`config.mk`:
```
export PLATFORM = sky130hd
export DESIGN_NAME = vic8_ctrl
export DESIGN_NICKNAME = d
export VERILOG_FILES = /design/src/rtl/vic8_pkg.sv /design/src/rtl/vic8_src_bank.sv /design/src/rtl/vic8_level_regs.sv /design/src/rtl/vic8_arbiter.sv /design/src/rtl/vic8_ctrl.sv
export SDC_FILE = /design/constraint.sdc
export NUM_CORES = 1
export LEC_CHECK = 0
export BUFFER_PORTS_ARGS = -buffer_cell sky130_fd_sc_hd__buf_2
export CAP_MARGIN = 15
export CORE_AREA = 2 2 109 111
export CTS_CLUSTER_DIAMETER = 50
export DETAILED_ROUTE_END_ITERATION = 10
export DIE_AREA = 0 0 111 113
export PLACE_DENSITY = 0.53
export SKIP_LAST_GASP = 1
export SYNTH_ARGS = -nofsm -noshare
export SYNTH_HDL_FRONTEND = slang
export SYNTH_SLANG_ARGS = --single-unit
```
`constraint.sdc`:
```
create_clock -name clk -period 3.2 [get_ports clk]
set_input_delay 0.64 -clock clk [delete_from_list [all_inputs] [get_ports clk]]
set_output_delay 0.64 -clock clk [all_outputs]
set_load 0.05 [all_outputs]
```
`src/rtl/vic8_pkg.sv`:
```
package vic8_pkg;
    localparam int NLVL = 8;
    localparam int NSRC = 11;
    localparam int LW   = $clog2(NLVL);
    localparam int SW   = $clog2(NSRC);
    localparam int AW   = 9;
    localparam int HALF = NLVL / 2;

    typedef enum logic {ST_IDLE = 1'b0, ST_CALL = 1'b1} vic_state_e;

    // top level sits half a slot above the regular spacing
    function automatic logic [AW-1:0] vec_addr_of(input logic [LW-1:0] lvl);
        logic [AW-1:0] base;
        base = AW'(lvl) << 6;
        if (lvl == LW'(NLVL - 1)) vec_addr_of = base + AW'(32);
        else                      vec_addr_of = base + AW'(64);
    endfunction

    function automatic logic [7:0] opcode_of(input logic [AW-1:0] addr);
        opcode_of = 8'hC0 | 8'(addr >> 3);
    endfunction
endpackage

```
`src/rtl/vic8_src_bank.sv`:
```
module vic8_src_bank
    import vic8_pkg::*;
#(
    parameter int                NS       = NSRC,
    parameter logic [NSRC-1:0]   EDGE_SRC = 11'b000_0000_0011
) (
    input  logic            clk,
    input  logic            rst,
    input  logic [NS-1:0]   src_req,
    input  logic            cfg_we,
    input  logic [SW-1:0]   cfg_sel,
    input  logic            cfg_en,
    input  logic [LW-1:0]   cfg_lvl,
    output logic [NLVL-1:0] hw_set
);
    logic [NS-1:0] en_q;
    logic [NS-1:0] req_q;
    logic [NS-1:0] fire;
    logic [LW-1:0] lvl_q [NS];

    always_ff @(posedge clk) begin
        if (rst) req_q <= '0;
        else     req_q <= src_req;
    end

    for (genvar g = 0; g < NS; g++) begin : g_src
        always_ff @(posedge clk) begin
            if (rst) begin
                en_q[g]  <= 1'b0;
                lvl_q[g] <= '0;
            end else if (cfg_we && cfg_sel == SW'(g)) begin
                en_q[g]  <= cfg_en;
                lvl_q[g] <= cfg_lvl;
            end
        end
        if (EDGE_SRC[g]) begin : g_edge
            assign fire[g] = en_q[g] & (src_req[g] ^ req_q[g]);
        end else begin : g_level
            assign fire[g] = en_q[g] & src_req[g];
        end
    end

    always_comb begin
        hw_set = '0;
        for (int i = 0; i < NS; i++)
            if (fire[i]) hw_set[lvl_q[i]] = 1'b1;
    end

    AST_DISABLED_SILENT: assert property (@(posedge clk) disable iff (rst)
        (en_q == '0) |-> (hw_set == '0));
endmodule

```
`src/rtl/vic8_level_regs.sv`:
```
module vic8_level_regs
    import vic8_pkg::*;
(
    input  logic            clk,
    input  logic            rst,
    input  logic [NLVL-1:0] hw_set,
    input  logic            swi_we,
    input  logic [HALF-1:0] swi_hi,
    input  logic [HALF-1:0] swi_lo,
    input  logic [NLVL-1:0] take_mask,
    input  logic            reti,
    output logic [NLVL-1:0] pend_q,
    output logic [NLVL-1:0] act_q
);
    logic [NLVL-1:0] base;
    logic [NLVL-1:0] top_act;

    always_comb begin
        top_act = '0;
        for (int i = 0; i < NLVL; i++)
            if (act_q[i]) top_act = NLVL'(1) << i;
    end

    assign base = swi_we ? {swi_hi, swi_lo} : pend_q;

    always_ff @(posedge clk) begin
        if (rst) begin
            pend_q <= '0;
            act_q  <= '0;
        end else begin
            pend_q <= (base & ~take_mask) | hw_set;
            act_q  <= (act_q & ~(reti ? top_act : '0)) | take_mask;
        end
    end

    AST_TAKE_SINGLE: assert property (@(posedge clk) disable iff (rst)
        $onehot0(take_mask));
    AST_RETI_DROP: assert property (@(posedge clk) disable iff (rst)
        (reti && act_q != '0 && take_mask == '0) |=>
        ($countones(act_q) == $past($countones(act_q)) - 1));
endmodule

```
`src/rtl/vic8_arbiter.sv`:
```
module vic8_arbiter
    import vic8_pkg::*;
(
    input  logic [NLVL-1:0] pend_q,
    input  logic [NLVL-1:0] act_q,
    input  logic [NLVL-1:0] lvl_enable,
    output logic            win,
    output logic [LW-1:0]   win_lvl
);
    logic [NLVL-1:0] elig;
    logic [LW-1:0]   act_top;

    assign elig = pend_q & lvl_enable;

    always_comb begin
        win_lvl = '0;
        act_top = '0;
        for (int i = 0; i < NLVL; i++) begin
            if (elig[i])  win_lvl = LW'(i);
            if (act_q[i]) act_top = LW'(i);
        end
        win = (elig != '0) && ((act_q == '0) || (win_lvl > act_top));
    end
endmodule

```
`src/rtl/vic8_ctrl.sv`:
```
module vic8_ctrl
    import vic8_pkg::*;
#(
    parameter logic [NSRC-1:0] EDGE_SRC = 11'b000_0000_0011
) (
    input  logic            clk,
    input  logic            rst,
    input  logic [NSRC-1:0] src_req,
    input  logic            cfg_we,
    input  logic [SW-1:0]   cfg_sel,
    input  logic            cfg_en,
    input  logic [LW-1:0]   cfg_lvl,
    input  logic [NLVL-1:0] lvl_enable,
    input  logic            swi_we,
    input  logic [HALF-1:0] swi_hi,
    input  logic [HALF-1:0] swi_lo,
    input  logic            reti,
    output logic            vec_valid,
    output logic [LW-1:0]   vec_level,
    output logic [AW-1:0]   vec_addr,
    output logic [7:0]      vec_opcode
);
    vic_state_e      state_q, state_d;
    logic [NLVL-1:0] hw_set, pend_q, act_q, take_mask;
    logic            win, grant;
    logic [LW-1:0]   win_lvl;

    vic8_src_bank #(.NS(NSRC), .EDGE_SRC(EDGE_SRC)) i_src (
        .clk(clk), .rst(rst), .src_req(src_req), .cfg_we(cfg_we),
        .cfg_sel(cfg_sel), .cfg_en(cfg_en), .cfg_lvl(cfg_lvl), .hw_set(hw_set));

    vic8_arbiter i_arb (
        .pend_q(pend_q), .act_q(act_q), .lvl_enable(lvl_enable),
        .win(win), .win_lvl(win_lvl));

    assign grant     = (state_q == ST_IDLE) && win;
    assign take_mask = grant ? (NLVL'(1) << win_lvl) : '0;

    vic8_level_regs i_regs (
        .clk(clk), .rst(rst), .hw_set(hw_set), .swi_we(swi_we),
        .swi_hi(swi_hi), .swi_lo(swi_lo), .take_mask(take_mask),
        .reti(reti), .pend_q(pend_q), .act_q(act_q));

    always_comb begin
        state_d = state_q;
        unique case (state_q)
            ST_IDLE: if (win) state_d = ST_CALL;   // grant
            ST_CALL: state_d = ST_IDLE;            // release
        endcase
    end

    always_ff @(posedge clk) begin
        if (rst) state_q <= ST_IDLE;
        else     state_q <= state_d;
    end

    always_ff @(posedge clk) begin
        if (rst) begin
            vec_valid  <= 1'b0;
            vec_level  <= '0;
            vec_addr   <= '0;
            vec_opcode <= '0;
        end else begin
            vec_valid <= grant;
            if (grant) begin
                vec_level  <= win_lvl;
                vec_addr   <= vec_addr_of(win_lvl);
                vec_opcode <= opcode_of(vec_addr_of(win_lvl));
            end
        end
    end

    AST_ONE_CYCLE_STROBE: assert property (@(posedge clk) disable iff (rst)
        vec_valid |=> !vec_valid);
    AST_OPCODE_MATCH: assert property (@(posedge clk) disable iff (rst)
        vec_valid |-> (vec_opcode == (8'hC0 | 8'(vec_addr >> 3))));
    AST_NEST_TOP: assert property (@(posedge clk) disable iff (rst)
        vec_valid |-> ((act_q >> vec_level) == NLVL'(1)));
    AST_RESET_QUIET: assert property (@(posedge clk) disable iff (rst)
        $past(rst) |-> (!vec_valid && act_q == '0 && pend_q == '0));
endmodule

```
After elaboration in Yosys (flattened, before gate mapping)

Memories as Yosys holds them, arrays and structs flattened.
Cells that the tools add are included.

Output and inout bits: 21
Memory bits (writable): 33
Bits of input ports: 40
Memories kept: 1
Flip-flop bits (word level): 50
Word-level logic and storage cells: 234

Magnitude comparators: 23
Reduce and logical (&&, ||, !) cells: 28
Mux-type cells: 107
Add/sub/neg operators: 2
Equality and inequality tests: 11
Bitwise logic cells: 42
Shift operators: 1

Memories:

| memory      | depth | bits a word | rd ports | clocked after memory_dff | wr ports | RTL line            | source |
|---|---|---|---|---|---|---|---|
| i_src.lvl_q | 11    | 3           | 11       | 0                        | 11       | vic8_src_bank.sv:19 | `logic [LW-1:0] lvl_q [NS];` |

Operators with widths:

| operator                                                   | number |
|---|---|
| two-way mux 8 bit                                          | 15 |
| OR 8 bit                                                   | 12 |
| two-way mux 3 bit                                          | 20 |
| two-way mux 1 bit                                          | 50 |
| less-than comparator 3 x 4 -> 1 bit, second input constant | 11 |
| demux 1 bit (select 3 bit)                                 | 11 |
| >= comparator 3 x 1 -> 1 bit, second input constant        | 11 |
| AND 8 bit                                                  | 3 |
| logical AND 1 bit                                          | 24 |
| equality test 4 x 3 -> 1 bit, second input constant        | 4 |
| NOT 8 bit                                                  | 2 |
| equality test 4 bit, second input constant                 | 3 |
| AND 1 bit                                                  | 11 |
| OR 1 bit                                                   | 11 |
| two-way mux 2 bit                                          | 5 |
| adder 9 x 6 -> 9 bit, second input constant                | 1 |
| adder 9 x 7 -> 9 bit, second input constant                | 1 |
| two-way mux 9 bit                                          | 1 |
| equality test 4 x 2 -> 1 bit, second input constant        | 2 |
| zero test 8 bit                                            | 1 |
| nonzero test 8 bit                                         | 1 |
| << shifter 1 x 3 -> 8 bit, first input constant            | 1 |
| two-way mux 7 bit                                          | 1 |
| two-way mux 6 bit                                          | 1 |
| other kinds (10)                                           | 11 |

Logic depth before layout (Yosys ltp)

Gate-level depths: netlist of the first run.
An unclocked memory read counts as a cell.

Depth in word-level cells: 27
Gate-level depth with buffers: 12
Mapped depth without buffers: 11

Cells and area by module

From an unflattened synthesis of the first run, not the netlist that was laid out.

Cell total of the unflattened synthesis: 472
Area total of the unflattened synthesis: 4241.6 µm²

By module, submodules not included:

| module          | sequential area each (µm²) | instances | cells an instance | area each (µm²) |
|---|---|---|---|---|
| vic8_src_bank   | 1251.2                     | 1         | 296               | 2711.4 |
| vic8_ctrl       | 200.2                      | 1         | 71                | 650.6 |
| vic8_level_regs | 320.3                      | 1         | 70                | 641.9 |
| vic8_arbiter    | 0.0                        | 1         | 35                | 237.7 |

Worst setup path after synthesis of the first run

Ideal clock, no wire load.

Path kind: input-to-reg
From: input lvl_enable[6]
To: register i_regs.pend_q[3]
Path slack: 0.692 ns
Arrival: 2.427 ns
Stages: 10
Required time: 3.119 ns
Setup time: 0.081 ns
Path buffers: 2
Cells stage by stage: a22o_1 > nor2_2 > inv_2 > buf_2 > ha_1 > o21ai_0 > o21ai_2 > buf_6 > a31o_2 > a41oi_1

Longest elaborated chain between the ends: 11
Elaborated cells between the ends (all ways): 13
Those cells by class: order compare: 1; shift: 1; mux: 3; bitwise: 4; reduce/logical: 4

Ends and longest elaborated chain:

| what                              | RTL line              | source |
|---|---|---|
| from (decl)                       | vic8_ctrl.sv:13       | `input logic [NLVL-1:0] lvl_enable,` |
| AND 8 bit *                       | vic8_arbiter.sv:13    | `assign elig = pend_q & lvl_enable;` |
| two-way mux 3 bit * (2 in series) | vic8_arbiter.sv:19    | `if (elig[i]) win_lvl = LW'(i);` |
| via i_arb.win_lvl[2]              | vic8_arbiter.sv:8     | `output logic [LW-1:0] win_lvl` |
| greater-than comparator 3 bit     | vic8_arbiter.sv:22    | `win = (elig != '0) && ((act_q == '0) \|\| (win_lvl > act_top));` |
| logical OR 1 bit                  | vic8_arbiter.sv:22    |  |
| logical AND 1 bit                 | vic8_arbiter.sv:22    |  |
| logical AND 1 bit                 | vic8_ctrl.sv:36       | `assign grant = (state_q == ST_IDLE) && win;` |
| two-way mux 8 bit *               | vic8_ctrl.sv:37       | `assign take_mask = grant ? (NLVL'(1) << win_lvl) : '0;` |
| NOT 8 bit *                       | vic8_level_regs.sv:31 | `pend_q <= (base & ~take_mask) \| hw_set;` |
| AND 8 bit *                       | vic8_level_regs.sv:31 |  |
| OR 8 bit *                        | vic8_level_regs.sv:31 |  |
| to (signal assigned)              | vic8_level_regs.sv:31 |  |
| to (decl)                         | vic8_level_regs.sv:12 | `output logic [NLVL-1:0] pend_q,` |

The timed path passes the listed nets; every way through them passes the cells marked *.
A chain may end at the register's enable or synchronous reset.

Final worst setup path of the first run

From: input lvl_enable[6]
To: register i_regs.pend_q[5]

Longest elaborated chain between the ends: 11
Elaborated cells between the ends (all ways): 13
Those cells by class: order compare: 1; shift: 1; mux: 3; bitwise: 4; reduce/logical: 4

Ends and longest elaborated chain:

| what                            | RTL line |
|---|---|
| AND 8 bit *                     | vic8_arbiter.sv:13 |
| two-way mux 3 bit (2 in series) | vic8_arbiter.sv:19 |
| greater-than comparator 3 bit   | vic8_arbiter.sv:22 |
| logical OR 1 bit                | vic8_arbiter.sv:22 |
| logical AND 1 bit               | vic8_arbiter.sv:22 |
| logical AND 1 bit               | vic8_ctrl.sv:36 |
| two-way mux 8 bit *             | vic8_ctrl.sv:37 |
| NOT 8 bit *                     | vic8_level_regs.sv:31 |
| AND 8 bit *                     | vic8_level_regs.sv:31 |
| OR 8 bit *                      | vic8_level_regs.sv:31 |

Every way passes the cells marked *; elsewhere a longest branch is shown, timed or not.

==> run_results.csv, run 1 <==
group,metric,value,unit
status,status,"completed",
detailed_routing,ant_nets,0,
run,drv_cap,0,
die,die_width,111,µm
timing,rsz0062_at_grt,"no",
detailed_routing,drc,0,
clock_network,cts_buffers,9,
yosys,syn_area_per_cell,9.02,µm²
die,rows,39,
timing,skew,0.00625,ns
yosys,synth_ff_type,"dfxtp_1",
cells_and_area,antenna_cells,0,
timing,setup_viol_count_final,0,
yosys,synth_seq_cells,72,
critical_path,cpPeakStageDelay,0.73,ns
die,num_io_pins,61,
detailed_routing,wl_per_cell,17.2,µm
critical_path,cp.required,3.39,ns
yosys,seq_area_frac_synth,42.6,%
timing,maxSlewViolCount,0,
cells_and_area,drive_above_1_share,17.0,%
cells_and_area,nNetsFinal,555,
power,combinationalPowerShare,23.4,%
timing,fin_crit_sh,83.4,%
yosys,synth.distinct_cells,56,
clock_network,cts_setup_buffers,0,
die,initial_core_util,36.9,%
critical_path,start_kind,"input pin",
yosys,synth-warning-count,0,
power,p_leak,1.78,nW
critical_path,cp_top_family,"compound AO/OA/AOI/OAI gates",
global_route,grt-ovfl-total,0,
timing,max_freq,375,MHz
placed_design,pre_cts_slack,0.203,ns
critical_path,criticalPathCategory,"in2reg",
timing,setup_tns,0,ns
power,total_power,2.73,mW
timing,setup_ws,0.531,ns
critical_path,crit_path_top_delay_cell,"o21ai_2",
placed_design,gp_congestion,0.921,
yosys,synth_async_sr_flop_share,0,%
cells_and_area,final_util,42.3,%
yosys,synth_area,4160,µm²
clock_network,cts_tree,"done",
global_route,track_usage,18.6,%
timing,min_period,2.67,ns
clock_network,clock-root-buffer,"clkbuf_16",
clock_network,worst_skew_pair.late_latency,0.34,ns
cells_and_area,syn2layout_area_growth,14.8,%
power,power_frac_seq,40.8,%
placed_design,port_buffers,53,
clock_network,clk_pin_slew,0.06,ns
min_path,hold_class,"reg2reg",
die,coreArea,11300,µm²
timing,hold_viol,0,
placed_design,post-dp-hpwl,8.77,mm
critical_path,cp_data_arrival_time,2.86,ns
detailed_routing,via_per_inst,5.53,
timing,max_slew_margin,38.8,%
detailed_routing,drt_iter0_markers,315,
clock_network,cts_hold_buffers,0,
detailed_routing,drt-total-wl,11.3,mm
critical_path,path_cells,"buf_2 -> a22o_1 -> nor2_2 -> inv_2 -> ha_1 -> nand3_1 -> o21ai_0 -> o21ai_2 -> a31o_2 -> a41oi_1",
yosys,synth_enable_flop_cells,33,
critical_path,critPathBufInv,2,
die,dieHeight,113,µm
clock_network,cts_buffer_depth,2,
power,ir_worst_vdd,0.460,mV
power,clock_power_share,35.8,%
global_route,grt_pass1_wl,18.1,mm
global_route,antenna_found_initial,0,
detailed_routing,dr.pass1.iters,5,
critical_path,crit_fanout,23,
clock_network,cts_resized,0,
power,intPower,1.82,mW
power,switchingPower,0.902,mW
power,power_density,571,nW/µm²
detailed_routing,vias,3629,
die,die_area,12500,µm²
clock_network,clock_sinks,72,
clock_network,htreeDepth,3,
global_route,grt_start_max_net_pins,29,
critical_path,critical_path.endpoint_type,"flip-flop",
power,sw_frac_of_total,33.1,%
timing,tightest_slew,0.918,ns
global_route,grt_pass1_vias,3357,
yosys,syn_inst,461,
==> metrics by stage <==
| stage | cell area [µm²] | std cells | hold slack (ns) |
|---|---|---|---|
| global route | 4770 | 656 | 0.488 |
| global placement | 4490 | 640 | 0.455 |
| floorplan | 4180 | 467 | 0.439 |
| detailed placement | 4490 | 640 | 0.460 |
| CTS | 4770 | 656 | 0.468 |
| finish | 4770 | 656 | 0.464 |
==> registers in the layout (all words and copies together), names as in the netlist <==
register       count
vec_level          3
i_src.en_q        11
i_regs.act_q       8
vec_opcode         5
i_src.lvl_q       33
i_src.req_q        2
state_q            1
i_regs.pend_q      8
vec_valid          1
==> power by group through the flow <==
stage	combinational [mW]	sequential [mW]	clock (mW)
floorplan	0.415	1.22	0
global placement	0.637	1.13	0
detailed placement	0.635	1.13	0
CTS	0.637	1.11	0.988
global route	0.691	1.12	1.02
finish	0.637	1.11	0.976
==> logic make-up (layout without fill, tap and decap cells) <==
kind of cell / count (synthesis) / count (layout) / synth area share [%]
multiplexers: 8 / 8 / 1.93
flip-flops: 72 / 72 / 42.6
AND/OR/NAND/NOR: 209 / 209 / 27.6
AO/OA/AOI/OAI: 114 / 114 / 19.3
XOR/XNOR: 3 / 3 / 0.632
other: 1 / 7 / 0.0902
buffers and inverters: 47 / 93 / 5.72
adder cells (fa/ha/maj): 7 / 7 / 2.11
==> cell type report <==
cell class	count	area [µm²]
tap	143	179
sequential	72	1770
timing repair buffer	56	288
inverter	21	78.8
clock inverter	2	11.3
clock buffer	14	275
fill	1123	6500
multi-input combinational	348	2170
==> layer usage <==
layer / vias to the layer above / GRT usage (%) / wire (µm)
met3: 12 / 4.61 / 707
met2: 144 / 28.8 / 5000
met1: 1684 / 25.9 / 5410
li1: 1789 / - / -
met4: 0 / 5.83 / 185
met5: - / 0 / 0
==> placed cells by master (no fill, tap or decap), types with 5 or more instances in the layout <==
master     instances
a31o_2             7
and2_1            33
nor3_1            44
nor3b_1            6
a211oi_1           6
nor2b_1            8
nand2b_1          16
nand3b_1          11
a21o_1            10
nand3_1           18
nor2_1            24
o22ai_1           17
a21oi_1           17
o21ai_0           16
conb_1             7
clkbuf_16         10
a31oi_1            7
inv_1             20
mux2i_1            8
ha_1               7
nor4_1             5
buf_2             53
edfxtp_1          33
nand2_1           33
dfxtp_1           39
==> worst min-delay path: stages (launching register included) <==
cell and delay [ns]:
dfxtp_1 0.32, o41ai_2 0.05, a21oi_1 0.05
==> synthesized netlist by cell type, types with 9 or more instances <==
cell type,instances,share of area (%)
a21o_1,10,1.8
a21oi_1,17,2.0
and2_1,33,5.0
buf_4,12,2.2
clkbuf_1,9,0.81
dfxtp_1,39,19
edfxtp_1,33,24
inv_1,20,1.8
nand2_1,33,3.0
nand2b_1,16,2.4
nand3_1,18,2.2
nand3b_1,11,2.0
nor2_1,24,2.2
nor3_1,44,5.3
o21ai_0,16,1.9
o22ai_1,17,2.6
==> final timing paths <==
kind | startpoint | slack [ns] | cells past startpoint | endpoint
max | lvl_enable[6] | 0.53 | 10 | i_regs.pend_q[5]
min | i_regs.act_q[0] | 0.46 | 2 | i_regs.act_q[0]
max reg2reg | i_regs.pend_q[6] | 0.54 | 9 | i_regs.pend_q[5]
min reg2reg | i_regs.act_q[0] | 0.46 | 2 | i_regs.act_q[0]
No activity file was read; power rests on OpenSTA's default activity.
==> inputs of run 2 (changes only) <==
--- a/config.mk
+++ b/config.mk
@@ -11,7 +11,7 @@
 export CTS_CLUSTER_DIAMETER = 50
 export DETAILED_ROUTE_END_ITERATION = 10
 export DIE_AREA = 0 0 111 113
-export PLACE_DENSITY = 0.53
+export PLACE_DENSITY = 0.55
 export SKIP_LAST_GASP = 1
 export SYNTH_ARGS = -nofsm -noshare
 export SYNTH_HDL_FRONTEND = slang
==> constraint.sdc (replaced) <==
create_clock -name clk -period 2.43 [get_ports clk]
set_input_delay 0.486 -clock clk [delete_from_list [all_inputs] [get_ports clk]]
set_output_delay 0.486 -clock clk [all_outputs]
set_load 0.05 [all_outputs]
==> run_results.csv, run 2 (same netlist as run 1, synthesis figures left out) <==
group,metric,value,unit
status,status,"completed",
placed_design,post-dp-hpwl,8.82,mm
critical_path,criticalPathCategory,"reg2reg",
clock_network,htreeDepth,3,
cells_and_area,final_common_cell,"buf_2",
critical_path,r2r_start,"i_regs.pend_q[6]",
placed_design,gp_congestion,0.883,
critical_path,crit_path_top_delay_cell,"dfxtp_1",
cells_and_area,regArea,1770,µm²
clock_network,cts_setup_buffers,0,
timing,min_period,2.27,ns
min_path,hold_path_end,"i_src.req_q[1]",
timing,max_freq,441,MHz
power,p_leak,1.84,nW
clock_network,cts_buffer_depth,2,
cells_and_area,drive_above_1_share,18.5,%
die,num_io_pins,61,
clock_network,worst_skew_pair.late_latency,0.34,ns
cells_and_area,layout.cell_area.non_filler,4880,µm²
global_route,grt_pass1_wl,18.2,mm
clock_network,cts_tree,"done",
detailed_routing,ant_nets,0,
timing,maxSlewViolCount,0,
cells_and_area,nNetsFinal,562,
detailed_routing,drt-total-wl,11.3,mm
cells_and_area,regMostFlops,"i_src.lvl_q",
critical_path,r2r_slack,0.16,ns
clock_network,cts_hold_buffers,0,
timing,setup_ws,0.161,ns
placed_design,pre_cts_slack,-0.112,ns
cells_and_area,final_cell_mix,"buf_2, nor3_1, dfxtp_1",
placed_design,placed_area,4550,µm²
critical_path,cp_top_family,"compound AO/OA/AOI/OAI gates",
die,coreArea,11300,µm²
detailed_routing,vias,3678,
clock_network,clock-root-buffer,"clkbuf_16",
die,die_width,111,µm
die,dieHeight,113,µm
global_route,grt_pass1_vias,3451,
critical_path,path_cells,"nand2_1 -> a32o_1 -> a31oi_1 -> ha_1 -> nand3_1 -> o21ai_0 -> o21ai_2 -> buf_12 -> buf_4 -> a21oi_1 -> a211oi_1",
global_route,track_usage,18.5,%
die,initial_core_util,36.9,%
min_path,hold_class,"in2reg",
timing,fin_crit_sh,93.4,%
power,power_density,774,nW/µm²
critical_path,start_kind,"flip-flop",
clock_network,cts_buffers,9,
critical_path,r2r_end,"vec_level[0]",
run,drv_cap,0,
cells_and_area,syn2layout_area_growth,17.3,%
detailed_routing,drc,0,
global_route,antenna_found_initial,0,
min_path,min_from,"src_req[1]",
detailed_routing,drt_iter0_markers,286,
placed_design,place_inst,647,
cells_and_area,largest_registers,"i_src.lvl_q (33), i_src.en_q (11)",
timing,tightest_slew,0.630,ns
cells_and_area,antenna_cells,0,
critical_path,reg2reg_depth,11,
detailed_routing,dr.pass1.iters,5,
global_route,grt-ovfl-total,0,
critical_path,cp_data_arrival_time,2.53,ns
min_path,hold_path_depth,2,
critical_path,crit_fanout,20,
timing,hold_viol,0,
clock_network,clk_pin_slew,0.06,ns
clock_network,clock_sinks,72,
critical_path,critical_path.endpoint_type,"flip-flop",
die,die_area,12500,µm²
timing,setup_viol_count_final,0,
cells_and_area,largest_reg_flops,33,
die,rows,39,
cells_and_area,fillCellCount,1098,
timing,rsz0062_at_grt,"no",
global_route,grt_start_max_net_pins,29,
placed_design,port_buffers,53,
timing,skew,0.00915,ns
critical_path,critPathBufInv,2,
detailed_routing,wl_per_cell,17.1,µm
critical_path,cpPeakStageDelay,0.38,ns
cells_and_area,stdcell_count,663,
power,ir_worst_vdd,0.518,mV
critical_path,cp.required,2.69,ns
cells_and_area,multi_input_area,2170,µm²
detailed_routing,via_per_inst,5.55,
timing,max_slew_margin,56.9,%
==> run 2: area by class of cell <==
type | count | area share (%)
multi-input combinational | 348 | 44.6
sequential | 72 | 36.3
timing repair buffer | 63 | 7.23
clock buffer | 14 | 5.85
tap | 143 | 3.67
inverter | 21 | 1.62
clock inverter | 2 | 0.718
==> run 2: how the worst max path moves through the flow <==
stage	slack (ns)	from	cells past startpoint	end
after global placement	-0.006	lvl_enable[2]	10	i_regs.pend_q[5]
final	0.16	i_regs.pend_q[6]	11	vec_level[0]
after CTS	0.06	i_regs.act_q[3]	9	i_regs.pend_q[2]
after global routing	0.03	i_regs.pend_q[6]	11	vec_level[0]
after detailed placement	-0.11	lvl_enable[2]	10	i_regs.pend_q[5]
after floorplan	0.08	lvl_enable[6]	10	i_regs.pend_q[3]
==> run 2: repair_timing <==
action,in CTS,in global routing
gates resized for setup,0,1
endpoints found under the setup margin,0,10
endpoints found under the hold margin,0,0
==> run 2: power by group <==
part / switching [mW] / total [mW] / internal [mW]
Combinational: 0.604 / 0.906 / 0.303
Clock: 0.496 / 1.41 / 0.912
Sequential: 0.0908 / 1.46 / 1.37
==> run 2: metrics by stage <==
step / setup TNS (ns) / util (%) / power, mW / hold WS [ns]
after global placement: -0.0102 / 40.4 / 2.37 / 0.456
final: 0 / 43.3 / 3.78 / 0.388
after floorplan: 0 / - / 2.15 / 0.439
after detailed placement: -0.859 / 40.4 / 2.39 / 0.472
after CTS: 0 / 43.2 / 3.79 / 0.380
after global routing: 0 / 43.3 / 3.93 / 0.420
==> run 2: worst reg2reg max path, stage by stage, from the launching register on <==
cell and delay (ns):
dfxtp_1 0.38, nand2_1 0.09, a32o_1 0.25, a31oi_1 0.21, ha_1 0.27, nand3_1 0.07, o21ai_0 0.13, o21ai_2 0.19
buf_12 0.17, buf_4 0.14, a21oi_1 0.06, a211oi_1 0.22
==> run 2: per-layer routing <==
metal / up-vias / global-route usage (%) / wire, µm
met5: - / 0 / 0
met4: 0 / 6.08 / 188
met3: 19 / 4.87 / 802
met2: 151 / 29.2 / 5070
met1: 1710 / 25.0 / 5280
li1: 1798 / - / -
==> inputs of run 3 (changes only) <==
--- a/config.mk
+++ b/config.mk
@@ -7,11 +7,11 @@
 export LEC_CHECK = 0
 export BUFFER_PORTS_ARGS = -buffer_cell sky130_fd_sc_hd__buf_2
 export CAP_MARGIN = 15
-export CORE_AREA = 2 2 109 111
+export CORE_AREA = 2 2 97 99
 export CTS_CLUSTER_DIAMETER = 50
 export DETAILED_ROUTE_END_ITERATION = 10
-export DIE_AREA = 0 0 111 113
-export PLACE_DENSITY = 0.55
+export DIE_AREA = 0 0 99 101
+export PLACE_DENSITY = 0.68
 export SKIP_LAST_GASP = 1
 export SYNTH_ARGS = -nofsm -noshare
 export SYNTH_HDL_FRONTEND = slang
==> constraint.sdc (replaced) <==
create_clock -name clk -period 2.43 [get_ports clk]
set_input_delay 0.3645 -clock clk [delete_from_list [all_inputs] [get_ports clk]]
set_output_delay 0.3645 -clock clk [all_outputs]
set_load 0.05 [all_outputs]
==> run_results.csv, run 3 (same netlist as run 1, synthesis figures left out) <==
group,metric,value,unit
timing,max_freq,439,MHz
die,rows,35,
detailed_routing,via_per_inst,5.82,
power,ir_worst_vdd,0.363,mV
critical_path,cp_data_arrival_time,2.49,ns
detailed_routing,drt_iter0_markers,228,
detailed_routing,drt-total-wl,10.8,mm
timing,setup_viol_count_final,0,
clock_network,clk_pin_slew,0.07,ns
cells_and_area,final_common_cell,"buf_2",
timing,rsz0062_at_grt,"no",
status,status,"completed",
clock_network,cts_buffers,9,
cells_and_area,regMostFlops,"i_src.lvl_q",
cells_and_area,nNetsFinal,567,
placed_design,gp_congestion,0.941,
cells_and_area,syn2layout_area_growth,16.2,%
timing,hold_viol,0,
placed_design,post-dp-hpwl,8.31,mm
global_route,grt_pass1_vias,3576,
clock_network,clock_sinks,72,
min_path,hold_path_depth,2,
die,dieHeight,101,µm
clock_network,cts_tree,"done",
cells_and_area,antenna_cells,0,
timing,maxSlewViolCount,0,
timing,fin_crit_sh,93.7,%
detailed_routing,ant_nets,0,
die,coreArea,8980,µm²
die,die_area,10000,µm²
global_route,track_usage,22.3,%
timing,setup_tns,0,ns
cells_and_area,largest_reg_flops,33,
power,power_density,736,nW/µm²
timing,tightest_slew,0.633,ns
detailed_routing,drc,0,
die,num_io_pins,61,
clock_network,htreeDepth,3,
clock_network,worst_skew_pair.late_latency,0.36,ns
cells_and_area,drive_above_1_share,19.8,%
min_path,hold_class,"in2reg",
run,drv_cap,0,
global_route,grt-ovfl-total,0,
min_path,hold_path_end,"i_src.req_q[1]",
timing,min_period,2.28,ns
placed_design,port_buffers,53,
clock_network,cts_buffer_depth,2,
global_route,grt_start_max_net_pins,34,
cells_and_area,stdcell_count,636,
critical_path,criticalPathCategory,"reg2reg",
cells_and_area,largest_registers,"i_src.lvl_q (33), i_src.en_q (11)",
detailed_routing,vias,3700,
detailed_routing,wl_per_cell,17.0,µm
critical_path,reg2reg_depth,10,
timing,skew,0.00687,ns
placed_design,place_inst,618,
die,die_width,99,µm
critical_path,r2r_start,"i_regs.pend_q[2]",
power,p_leak,1.84,nW
clock_network,cts_hold_buffers,0,
global_route,grt_pass1_wl,17.3,mm
critical_path,cp.required,2.64,ns
min_path,min_from,"src_req[1]",
detailed_routing,dr.pass1.iters,6,
cells_and_area,fillCellCount,808,
cells_and_area,final_cell_mix,"buf_2, nor3_1, dfxtp_1",
die,initial_core_util,46.3,%
timing,hold-worst-slack,0.244,ns
global_route,antenna_found_initial,0,
critical_path,start_kind,"flip-flop",
critical_path,r2r_slack,0.15,ns
timing,max_slew_margin,56.7,%
critical_path,critical_path.endpoint_type,"flip-flop",
critical_path,r2r_end,"i_regs.pend_q[4]",
critical_path,crit_fanout,8,
clock_network,clock-root-buffer,"clkbuf_8",
run 3: changes by cell type in the layout (fill, tap and decap cells not counted):
cell | before | now
clkbuf_8 | 2 | 10
clkbuf_16 | 10 | 3
buf_4 | 9 | 13
buf_12 | 1 | 2
clkbuf_1 | 2 | 1
clkinv_2 | 1 | 0
dfxtp_1 | 39 | 38
dfxtp_2 | 0 | 1
inv_4 | 0 | 1
nor2_1 | 24 | 23
nor2_2 | 2 | 3
o21ai_2 | 1 | 0
o21ai_4 | 0 | 1
run 3: layer usage:
| layer | global-route usage [%] | part of all wire (%) | vias up | wire, µm |
|---|---|---|---|---|
| li1 | - | - | 1805 | - |
| met1 | 28.0 | 44 | 1697 | 4780 |
| met2 | 36.5 | 46 | 172 | 4950 |
| met3 | 4.51 | 6.9 | 26 | 741 |
| met4 | 11.4 | 3.2 | 0 | 344 |
| met5 | 0 | 0 | - | 0 |
run 3: layout make-up:
cell class / instances / area, µm² / area share (%)
tap: 111 / 139 / 2.87
inverter: 21 / 78.8 / 1.63
clock buffer: 14 / 216 / 4.48
multi-input combinational: 348 / 2180 / 45.2
sequential: 72 / 1770 / 36.7
timing repair buffer: 68 / 403 / 8.34
clock inverter: 2 / 36.3 / 0.751
run 3: stage by stage:
step	instance area (µm²)	power (mW)	setup WS, ns	utilization [%]
after floorplan	4180	2.15	0.198	-
after global placement	4530	2.35	-0.0516	50.5
after detailed placement	4530	2.36	-0.176	50.5
after CTS	4820	3.56	0.0373	53.7
after global routing	4830	3.70	0.0267	53.8
final	4830	3.55	0.152	53.8
run 3: timing repair:
action	4_1_cts	5_1_grt
setup endpoints to repair	16	18
resized for setup	1	3
pin swaps	1	1
hold endpoints to repair	0	0
setup buffers	2	0
run 3: how the worst max path moves through the flow:
stage                           from  cells past startpoint  slack, ns               end
floorplan              lvl_enable[6]                     10       0.20  i_regs.pend_q[3]
global placement       lvl_enable[6]                     11      -0.05      vec_level[2]
detailed placement     lvl_enable[6]                     11      -0.18     vec_opcode[4]
CTS                 i_regs.pend_q[6]                      9       0.04      vec_level[0]
global route        i_regs.pend_q[2]                     10       0.03     vec_opcode[4]
finish              i_regs.pend_q[2]                     10       0.15  i_regs.pend_q[4]
run 3: critical path: stages, from the launching register on:
cell and delay (ns):
dfxtp_1 0.38, nand2_1 0.07, a32o_1 0.25, a31oi_1 0.24, ha_1 0.27, nand3_1 0.08
o21ai_0 0.17, o21ai_4 0.25, buf_12 0.15, a31o_1 0.15, a41oi_1 0.12
run 3: where the power goes:
group,switching (mW),internal (mW)
registers,0.0925,1.37
logic,0.613,0.322
clock network,0.466,0.691
total,1.17,2.38
